### src/rtl/sreg_pkg.sv
package sreg_pkg;
  localparam int FRAME_W = 16;
  localparam int ADDR_W  = 7;
  localparam int BYTE_W  = 8;

  typedef struct packed {
    logic              wr;
    logic [ADDR_W-1:0] addr;
    logic [BYTE_W-1:0] data;
  } frame_t;
endpackage

### src/rtl/sreg_sync.sv
module sreg_sync #(
  parameter int WIDTH = 3,
  parameter int STAGES = 2,
  parameter logic [WIDTH-1:0] RST_VAL = '1
) (
  input  logic             clk_i,
  input  logic             rst_i,
  input  logic [WIDTH-1:0] d_i,
  output logic [WIDTH-1:0] q_o
);
  for (genvar g = 0; g < WIDTH; g++) begin : g_bit
    logic [STAGES-1:0] chain_q;
    always_ff @(posedge clk_i) begin
      if (rst_i) chain_q <= {STAGES{RST_VAL[g]}};
      else       chain_q <= {chain_q[STAGES-2:0], d_i[g]};
    end
    assign q_o[g] = chain_q[STAGES-1];
  end
endmodule

### src/rtl/sreg_shifter.sv
module sreg_shifter
  import sreg_pkg::*;
(
  input  logic               clk_i,
  input  logic               rst_i,
  input  logic               sclk_s_i,
  input  logic               cs_n_s_i,
  input  logic               din_s_i,
  input  logic [FRAME_W-1:0] reply_i,
  input  logic               reply_ld_i,
  output frame_t             frame_o,
  output logic               frame_done_o,
  output logic               sclk_fall_o,
  output logic               dout_o
);
  localparam int CNT_W = $clog2(FRAME_W);
  localparam logic [CNT_W-1:0] LAST = CNT_W'(FRAME_W - 1);

  logic               sclk_prev_q, cs_prev_q;
  logic [CNT_W-1:0]   cnt_q;
  logic [FRAME_W-1:0] rx_q, tx_q;
  logic               done_q, dout_q;
  frame_t             frame_q;
  logic               sclk_rise, cs_fall;

  assign sclk_rise   = sclk_s_i & ~sclk_prev_q;
  assign sclk_fall_o = ~sclk_s_i & sclk_prev_q;
  assign cs_fall     = ~cs_n_s_i & cs_prev_q;

  always_ff @(posedge clk_i) begin
    if (rst_i) begin
      sclk_prev_q <= 1'b1;
      cs_prev_q   <= 1'b1;
      cnt_q       <= '0;
      rx_q        <= '0;
      done_q      <= 1'b0;
      frame_q     <= '0;
    end else begin
      sclk_prev_q <= sclk_s_i;
      cs_prev_q   <= cs_n_s_i;
      done_q      <= 1'b0;
      if (cs_n_s_i) begin
        cnt_q <= '0;
      end else if (sclk_rise) begin
        rx_q <= {rx_q[FRAME_W-2:0], din_s_i};
        if (cnt_q == LAST) begin
          cnt_q   <= '0;
          done_q  <= 1'b1;
          frame_q <= frame_t'({rx_q[FRAME_W-2:0], din_s_i});
        end else begin
          cnt_q <= cnt_q + 1'b1;
        end
      end
    end
  end

  always_ff @(posedge clk_i) begin
    if (rst_i) begin
      tx_q   <= '0;
      dout_q <= 1'b0;
    end else if (reply_ld_i || cs_fall) begin
      tx_q <= reply_i;
    end else if (sclk_fall_o && !cs_n_s_i) begin
      dout_q <= tx_q[FRAME_W-1];
      tx_q   <= {tx_q[FRAME_W-2:0], 1'b0};
    end
  end

  assign frame_o      = frame_q;
  assign frame_done_o = done_q;
  assign dout_o       = dout_q;
endmodule

### src/rtl/sreg_regfile.sv
module sreg_regfile
  import sreg_pkg::*;
#(
  parameter int NUM_REGS = 8,
  parameter logic [ADDR_W-1:0] CMD_ADDR = 7'h3F,
  parameter int CMD_BIT = 3
) (
  input  logic               clk_i,
  input  logic               rst_i,
  input  frame_t             frame_i,
  input  logic               frame_done_i,
  output logic [FRAME_W-1:0] reply_o,
  output logic               reply_ld_o,
  output logic               capt_o
);
  localparam int NUM_BYTES = 2 * NUM_REGS;
  localparam int IDX_W = $clog2(NUM_BYTES);
  localparam logic [ADDR_W-1:0] NB_L = ADDR_W'(NUM_BYTES);

  logic [BYTE_W-1:0] mem_q [NUM_BYTES];
  logic [IDX_W-1:0]  idx, idx_lo, idx_hi;
  logic              in_range, wr_en, cmd_hit;

  assign in_range = frame_i.addr < NB_L;
  assign idx      = frame_i.addr[IDX_W-1:0];
  assign idx_lo   = {idx[IDX_W-1:1], 1'b0};
  assign idx_hi   = {idx[IDX_W-1:1], 1'b1};
  assign wr_en    = frame_done_i & frame_i.wr & in_range;
  assign cmd_hit  = frame_i.wr & (frame_i.addr == CMD_ADDR) & frame_i.data[CMD_BIT];

  always_ff @(posedge clk_i) begin
    if (rst_i) begin
      for (int b = 0; b < NUM_BYTES; b++) mem_q[b] <= '0;
    end else if (wr_en) begin
      mem_q[idx] <= frame_i.data;
    end
  end

  always_ff @(posedge clk_i) begin
    if (rst_i) begin
      reply_o    <= '0;
      reply_ld_o <= 1'b0;
      capt_o     <= 1'b0;
    end else begin
      reply_ld_o <= frame_done_i;
      capt_o     <= frame_done_i & cmd_hit;
      if (frame_done_i)
        reply_o <= (!frame_i.wr && in_range) ? {mem_q[idx_hi], mem_q[idx_lo]} : '0;
    end
  end
endmodule

### src/rtl/sreg_frontend.sv
module sreg_frontend
  import sreg_pkg::*;
#(
  parameter int NUM_REGS = 8,
  parameter logic [6:0] CMD_ADDR = 7'h3F,
  parameter int CMD_BIT = 3
) (
  input  logic clk_i,
  input  logic rst_i,
  input  logic sclk_i,
  input  logic cs_n_i,
  input  logic mosi_i,
  output logic miso_o,
  input  logic capt_done_i,
  output logic capt_start_o,
  output logic busy_o
);
  logic [2:0]         sync_q;
  frame_t             frame_w;
  logic               frame_done_w, sclk_fall_w, reply_ld_w, capt_w;
  logic [FRAME_W-1:0] reply_w;
  logic               busy_q;

  sreg_sync #(.WIDTH(3), .STAGES(2), .RST_VAL(3'b011)) u_sync (
    .clk_i(clk_i), .rst_i(rst_i),
    .d_i({mosi_i, cs_n_i, sclk_i}), .q_o(sync_q)
  );

  sreg_shifter u_shift (
    .clk_i(clk_i), .rst_i(rst_i),
    .sclk_s_i(sync_q[0]), .cs_n_s_i(sync_q[1]), .din_s_i(sync_q[2]),
    .reply_i(reply_w), .reply_ld_i(reply_ld_w),
    .frame_o(frame_w), .frame_done_o(frame_done_w),
    .sclk_fall_o(sclk_fall_w), .dout_o(miso_o)
  );

  sreg_regfile #(.NUM_REGS(NUM_REGS), .CMD_ADDR(CMD_ADDR), .CMD_BIT(CMD_BIT)) u_regs (
    .clk_i(clk_i), .rst_i(rst_i),
    .frame_i(frame_w), .frame_done_i(frame_done_w),
    .reply_o(reply_w), .reply_ld_o(reply_ld_w), .capt_o(capt_w)
  );

  always_ff @(posedge clk_i) begin
    if (rst_i)            busy_q <= 1'b0;
    else if (capt_w)      busy_q <= 1'b1;
    else if (capt_done_i) busy_q <= 1'b0;
  end

  assign capt_start_o = capt_w;
  assign busy_o       = busy_q;
endmodule

### config.mk
export PLATFORM = sky130hd
export DESIGN_NAME = sreg_frontend
export DESIGN_NICKNAME = d
export VERILOG_FILES = /design/src/rtl/sreg_pkg.sv /design/src/rtl/sreg_sync.sv /design/src/rtl/sreg_shifter.sv /design/src/rtl/sreg_regfile.sv /design/src/rtl/sreg_frontend.sv
export SDC_FILE = /design/constraint.sdc
export NUM_CORES = 1
export LEC_CHECK = 0
export CAP_MARGIN = 25
export CORE_ASPECT_RATIO = 1.25
export CORE_MARGIN = 4
export CORE_UTILIZATION = 33
export DETAILED_ROUTE_END_ITERATION = 7
export MAX_ROUTING_LAYER = met4
export PLACE_DENSITY_LB_ADDON = 0.15
export SLEW_MARGIN = 0
export SYNTH_ARGS = -nofsm -noshare
export SYNTH_HDL_FRONTEND = slang
export SYNTH_HIERARCHICAL = 1
export SYNTH_SLANG_ARGS = --single-unit
### constraint.sdc
create_clock -name clk_i -period 2.3 [get_ports clk_i]
set_clock_uncertainty 0.05 [all_clocks]
set_input_delay 0.575 -clock clk_i [delete_from_list [all_inputs] [get_ports clk_i]]
set_output_delay 0.575 -clock clk_i [all_outputs]
set_load 0.01 [all_outputs]
Word-level counts from Yosys, hierarchy flattened
Memory sizes are Yosys's and may differ from the RTL's. A register that Yosys moved wholly into a read port is not among the register bits.
Index checks and enable logic that the tools add are counted.

storage, ports and cells
  logic and storage cells = 67
  memories = 1
  input bits = 6
  RAM bits = 128
  flip-flop bits (word level) = 80
  output and inout bits = 3

cells by class
  reduce and logical (&&, ||, !) cells = 13
  equal/unequal tests = 2
  bitwise gates (word level) = 13
  magnitude comparators = 1
  multiplexer cells = 19
  add/subtract/negate cells = 1

memories
  memory        words  width  rd ports  clocked after Yosys merged registers in  wr ports  line                RTL
  u_regs.mem_q  16     8      2         2                                        16        sreg_regfile.sv:20  logic [BYTE_W-1:0] mem_q [NUM_BYTES];

operators with widths
  operator                                                     count
  2-to-1 mux 16 bit                                            3
  2-to-1 mux 4 bit                                             6
  2-to-1 mux 1 bit                                             9
  bitwise AND 1 bit                                            8
  2-to-1 mux 8 bit                                             1
  OR reduction 8 bit                                           1
  == test 7 x 6 -> 1 bit (second input constant)               1
  less-than comparator 7 x 5 -> 1 bit (second input constant)  1
  NOT 1 bit                                                    5
  adder 4 x 1 -> 4 bit (second input constant)                 1
  == test 4 bit (second input constant)                        1
  AND reduction 2 bit                                          2
  nonzero test 2 bit                                           2
  AND reduction 3 bit                                          1
  OR reduction 3 bit                                           1
  logical AND 1 bit                                            2
  logical NOT 1 bit                                            2
  OR reduction 2 bit                                           1
  logical OR 1 bit                                             1

Longest topological paths before layout
  depth in word-level cells = 7
  mapped depth = 7

Hierarchy
The synthesis kept the hierarchy.

by module, submodules not included
  module         instances  area each (um^2)  cells an instance
  sreg_regfile   1          6448.7            498
  sreg_shifter   1          2284.7            264
  sreg_sync      1          180.2             15
  sreg_frontend  1          38.8              4

Least setup slack after synthesis
Ideal clock, no wire load.

  kind = input port to flip-flop
  from = input port rst_i
  to = memory u_regs.mem_q[1][0] (enable)
  buffers on the path = 2
  data required time = 1924 ps
  setup time = 326 ps
  setup slack = 249 ps
  stages on the path = 6
  arrival = 1675 ps
  path through = buf_6 nand4bb_4 nor3_4 and2_1 buf_2 a21o_1

RTL lines
  element             line                RTL
  start: declaration  sreg_frontend.sv:9  input logic rst_i,
  end: declaration    sreg_regfile.sv:20

Worst setup path in the final report
  from = register u_shift.dout_q (netlist: u_shift/dout_o)
  to = output port miso_o

RTL lines
  element                   line                 RTL
  start: declaration        sreg_shifter.sv:22   logic done_q, dout_q;
  start signal: assignment  sreg_shifter.sv:64   dout_q <= tx_q[FRAME_W-1];
  end: declaration          sreg_frontend.sv:13  output logic miso_o,

No word-level cell between the ends.

==> flow_summary_export.csv <==
group,metric,value,unit
status,status,"completed",
routing,drtIter0Drc,468,
setup_path,crit_path_cell_trace,"clkdlybuf4s50_1",
routing,vias_per_cell,5.09,
power,switchingPower,1.56,mW
logic_synthesis,avgSynthCellArea,11.5,um2
power,max-vdd-ir-drop,0.418,mV
timing,fin_crit,2010,ps
cts,path_clk_slew,60,ps
timing,rsz0062_at_grt,"no",
power,clock_power_share,0.443,
logic_synthesis,synthCells,780,
cells_and_area,multi_input_area,3080,um2
floorplan,core,26700,um2
setup_path,cpPeakStageDelay,540,ps
cells_and_area,regArea,5450,um2
cells_and_area,area_delta_synth_final,12.0,%
cts,cts_root_buffer,"clkbuf_16",
placement,place_congestion,0.817,
floorplan,die_h,192,um
cts,cts_made_buffers,22,
timing,worst_pin_slew,648,ps
logic_synthesis,netlist_area,8950,um2
routing,ant_nets,0,
placement,io_buffers,8,
routing,drc_errors,0,
setup_path,cp_top_family,"buffers and inverters",
setup_path,r2r_start,"u_shift/frame_o[9]",
floorplan,rows,67,
cells_and_area,diodes,0,
cts,clk_latency,500,ps
routing,firstDrtPassIters,6,
global_route,grt-ovfl-total,0,
floorplan,ios,9,
timing,fmax,499,MHz
setup_path,reg2reg_slack,390,ps
placement,dp_hpwl,16100,um
routing,drt-total-wl,22200,um
setup_path,crit_slowest_cell,"clkdlybuf4s50_1",
setup_path,worstReg2RegEnd,"u_regs/reply_o[2]",
global_route,grt_pass1_vias,5881,
cts,clock_sinks,208,
cts,postCtsResizedCells,0,
global_route,grt_usage,0.153,
floorplan,die_area,29800,um2
power,swShare,0.203,
timing,maxSlewHeadroom,0.568,
routing,dr_total_vias,5805,
worst_hold_path,hold_end,"u_sync/g_bit[0].chain_q[1]",
power,comb_power_share,0.023,
setup_path,cp_max_fo,2,
global_route,antenna_found_initial,0,
cells_and_area,finish.utilization,0.375,
timing,finalHoldViolations,0,
worst_hold_path,hold_path.class,"reg2reg",
cells_and_area,fin_nets,786,
power,p_int,6.11,mW
logic_synthesis,synth_nets,787,
global_route,grt_max_degree,62,
floorplan,start_util,0.335,
logic_synthesis,yosys_warnings,6,
setup_path,setup.worst_path.end_class,"output pin",
routing,post_drt_wl_per_cell,19.5,um
cts,cts_setup_buffers,0,
run,cap_violations,0,
timing,slew_violations,0,
timing,setup_viol,0,
worst_hold_path,holdCritStartpoint,"u_sync/g_bit[0].chain_q[0]",
cts,cts_tree,"done",
timing,final.period_utilization,0.872,
worst_hold_path,whs_path_depth,1,
power,p_leak,3.23,nW
setup_path,critPathLaunchType,"flop",
power,p_per_area,765,nW/um2
timing,finalSetupTns,0,ps
global_route,grt_first_pass_wirelength,34200,um
cells_and_area,fillers,2607,
setup_path,cp_data_required_time,1670,ps
setup_path,crit_arrival,1380,ps
setup_path,path_class,"reg2out",
cts,h-tree-depth,1,
placement,place_area,9320,um2
cells_and_area,drive_above_1_share,0.106,
cts,clk_path_buf_depth,3,
cells_and_area,final_area,10000,um2
cts,cts_hold_buf,0,
power,seqPwrFrac,0.534,
floorplan,die_w,155,um
setup_path,reg2reg_depth,4,
setup_path,cp_num_buf_inv,1,
## placed cells by master (no fill, tap or decap), types with 18 or more instances in the layout
cell       instances
a21oi_1           19
a22oi_1           32
and3_1            24
buf_4             27
clkbuf_16         24
dfxtp_1           79
edfxtp_1         128
inv_1             18
mux2i_1           77
nand2_1          117
nor2_1           108
## through the flow
| step | power [mW] | setup WS (ps) | instances | hold WS, ps |
|---|---|---|---|---|
| floorplan | 4.29 | 249 | 780 | 333 |
| finish | 7.66 | 294 | 1140 | 357 |
| CTS | 7.77 | 256 | 1140 | 362 |
| detailed placement | 4.35 | 49.6 | 1100 | 346 |
| global route | 7.95 | 234 | 1140 | 383 |
| global placement | 4.34 | 48.8 | 1100 | 336 |
## worst max-delay path by stage
stage                   startpoint             endpoint  cells past startpoint
floorplan                    rst_i   u_regs/mem_q[1][0]                      6
global placement             rst_i  u_regs/mem_q[10][6]                      5
detailed placement           rst_i    u_regs/reply_o[3]                      5
CTS                 u_shift/dout_o               miso_o                      1
global route                busy_o               busy_o                      1
finish              u_shift/dout_o               miso_o                      1
## cell type report
cell class | instances | area share
Sequential cell | 208 | 0.544
Multi-Input combinational cell | 493 | 0.307
Tap cell | 345 | 0.0431
Clock inverter | 7 | 0.00374
Inverter | 18 | 0.00674
Clock buffer | 33 | 0.0663
Timing Repair Buffer | 36 | 0.0297
## flip-flops by register name, summed over array words and instances, names as in the netlist
register	count
u_regs/mem_q	128
u_sync/g_bit.chain_q	6
u_shift/cs_prev_q	1
u_shift/frame_o	16
u_regs/reply_ld_o	1
u_shift/sclk_prev_q	1
busy_o	1
u_shift/tx_q	16
u_regs/reply_o	16
u_shift/frame_done_o	1
u_shift/dout_o	1
u_shift/cnt_q	4
u_regs/capt_o	1
u_shift/rx_q	15
## layer usage
| layer | global-route usage | share of wire | vias to the layer above |
|---|---|---|---|
| li1 | - | - | 2794 |
| met1 | 0.175 | 0.40 | 2849 |
| met2 | 0.272 | 0.53 | 114 |
| met3 | 0.0174 | 0.033 | 48 |
| met4 | 0.0626 | 0.038 | 0 |
| met5 | - | 0 | - |
## power by group through the flow
stage	Combinational (mW)	Clock [mW]	Sequential, mW
after floorplan	0.137	0	4.15
after global placement	0.175	0	4.17
after detailed placement	0.181	0	4.17
after CTS	0.182	3.49	4.09
after global routing	0.197	3.66	4.10
final	0.179	3.40	4.09
No activity file was read; power rests on OpenSTA's default activity.
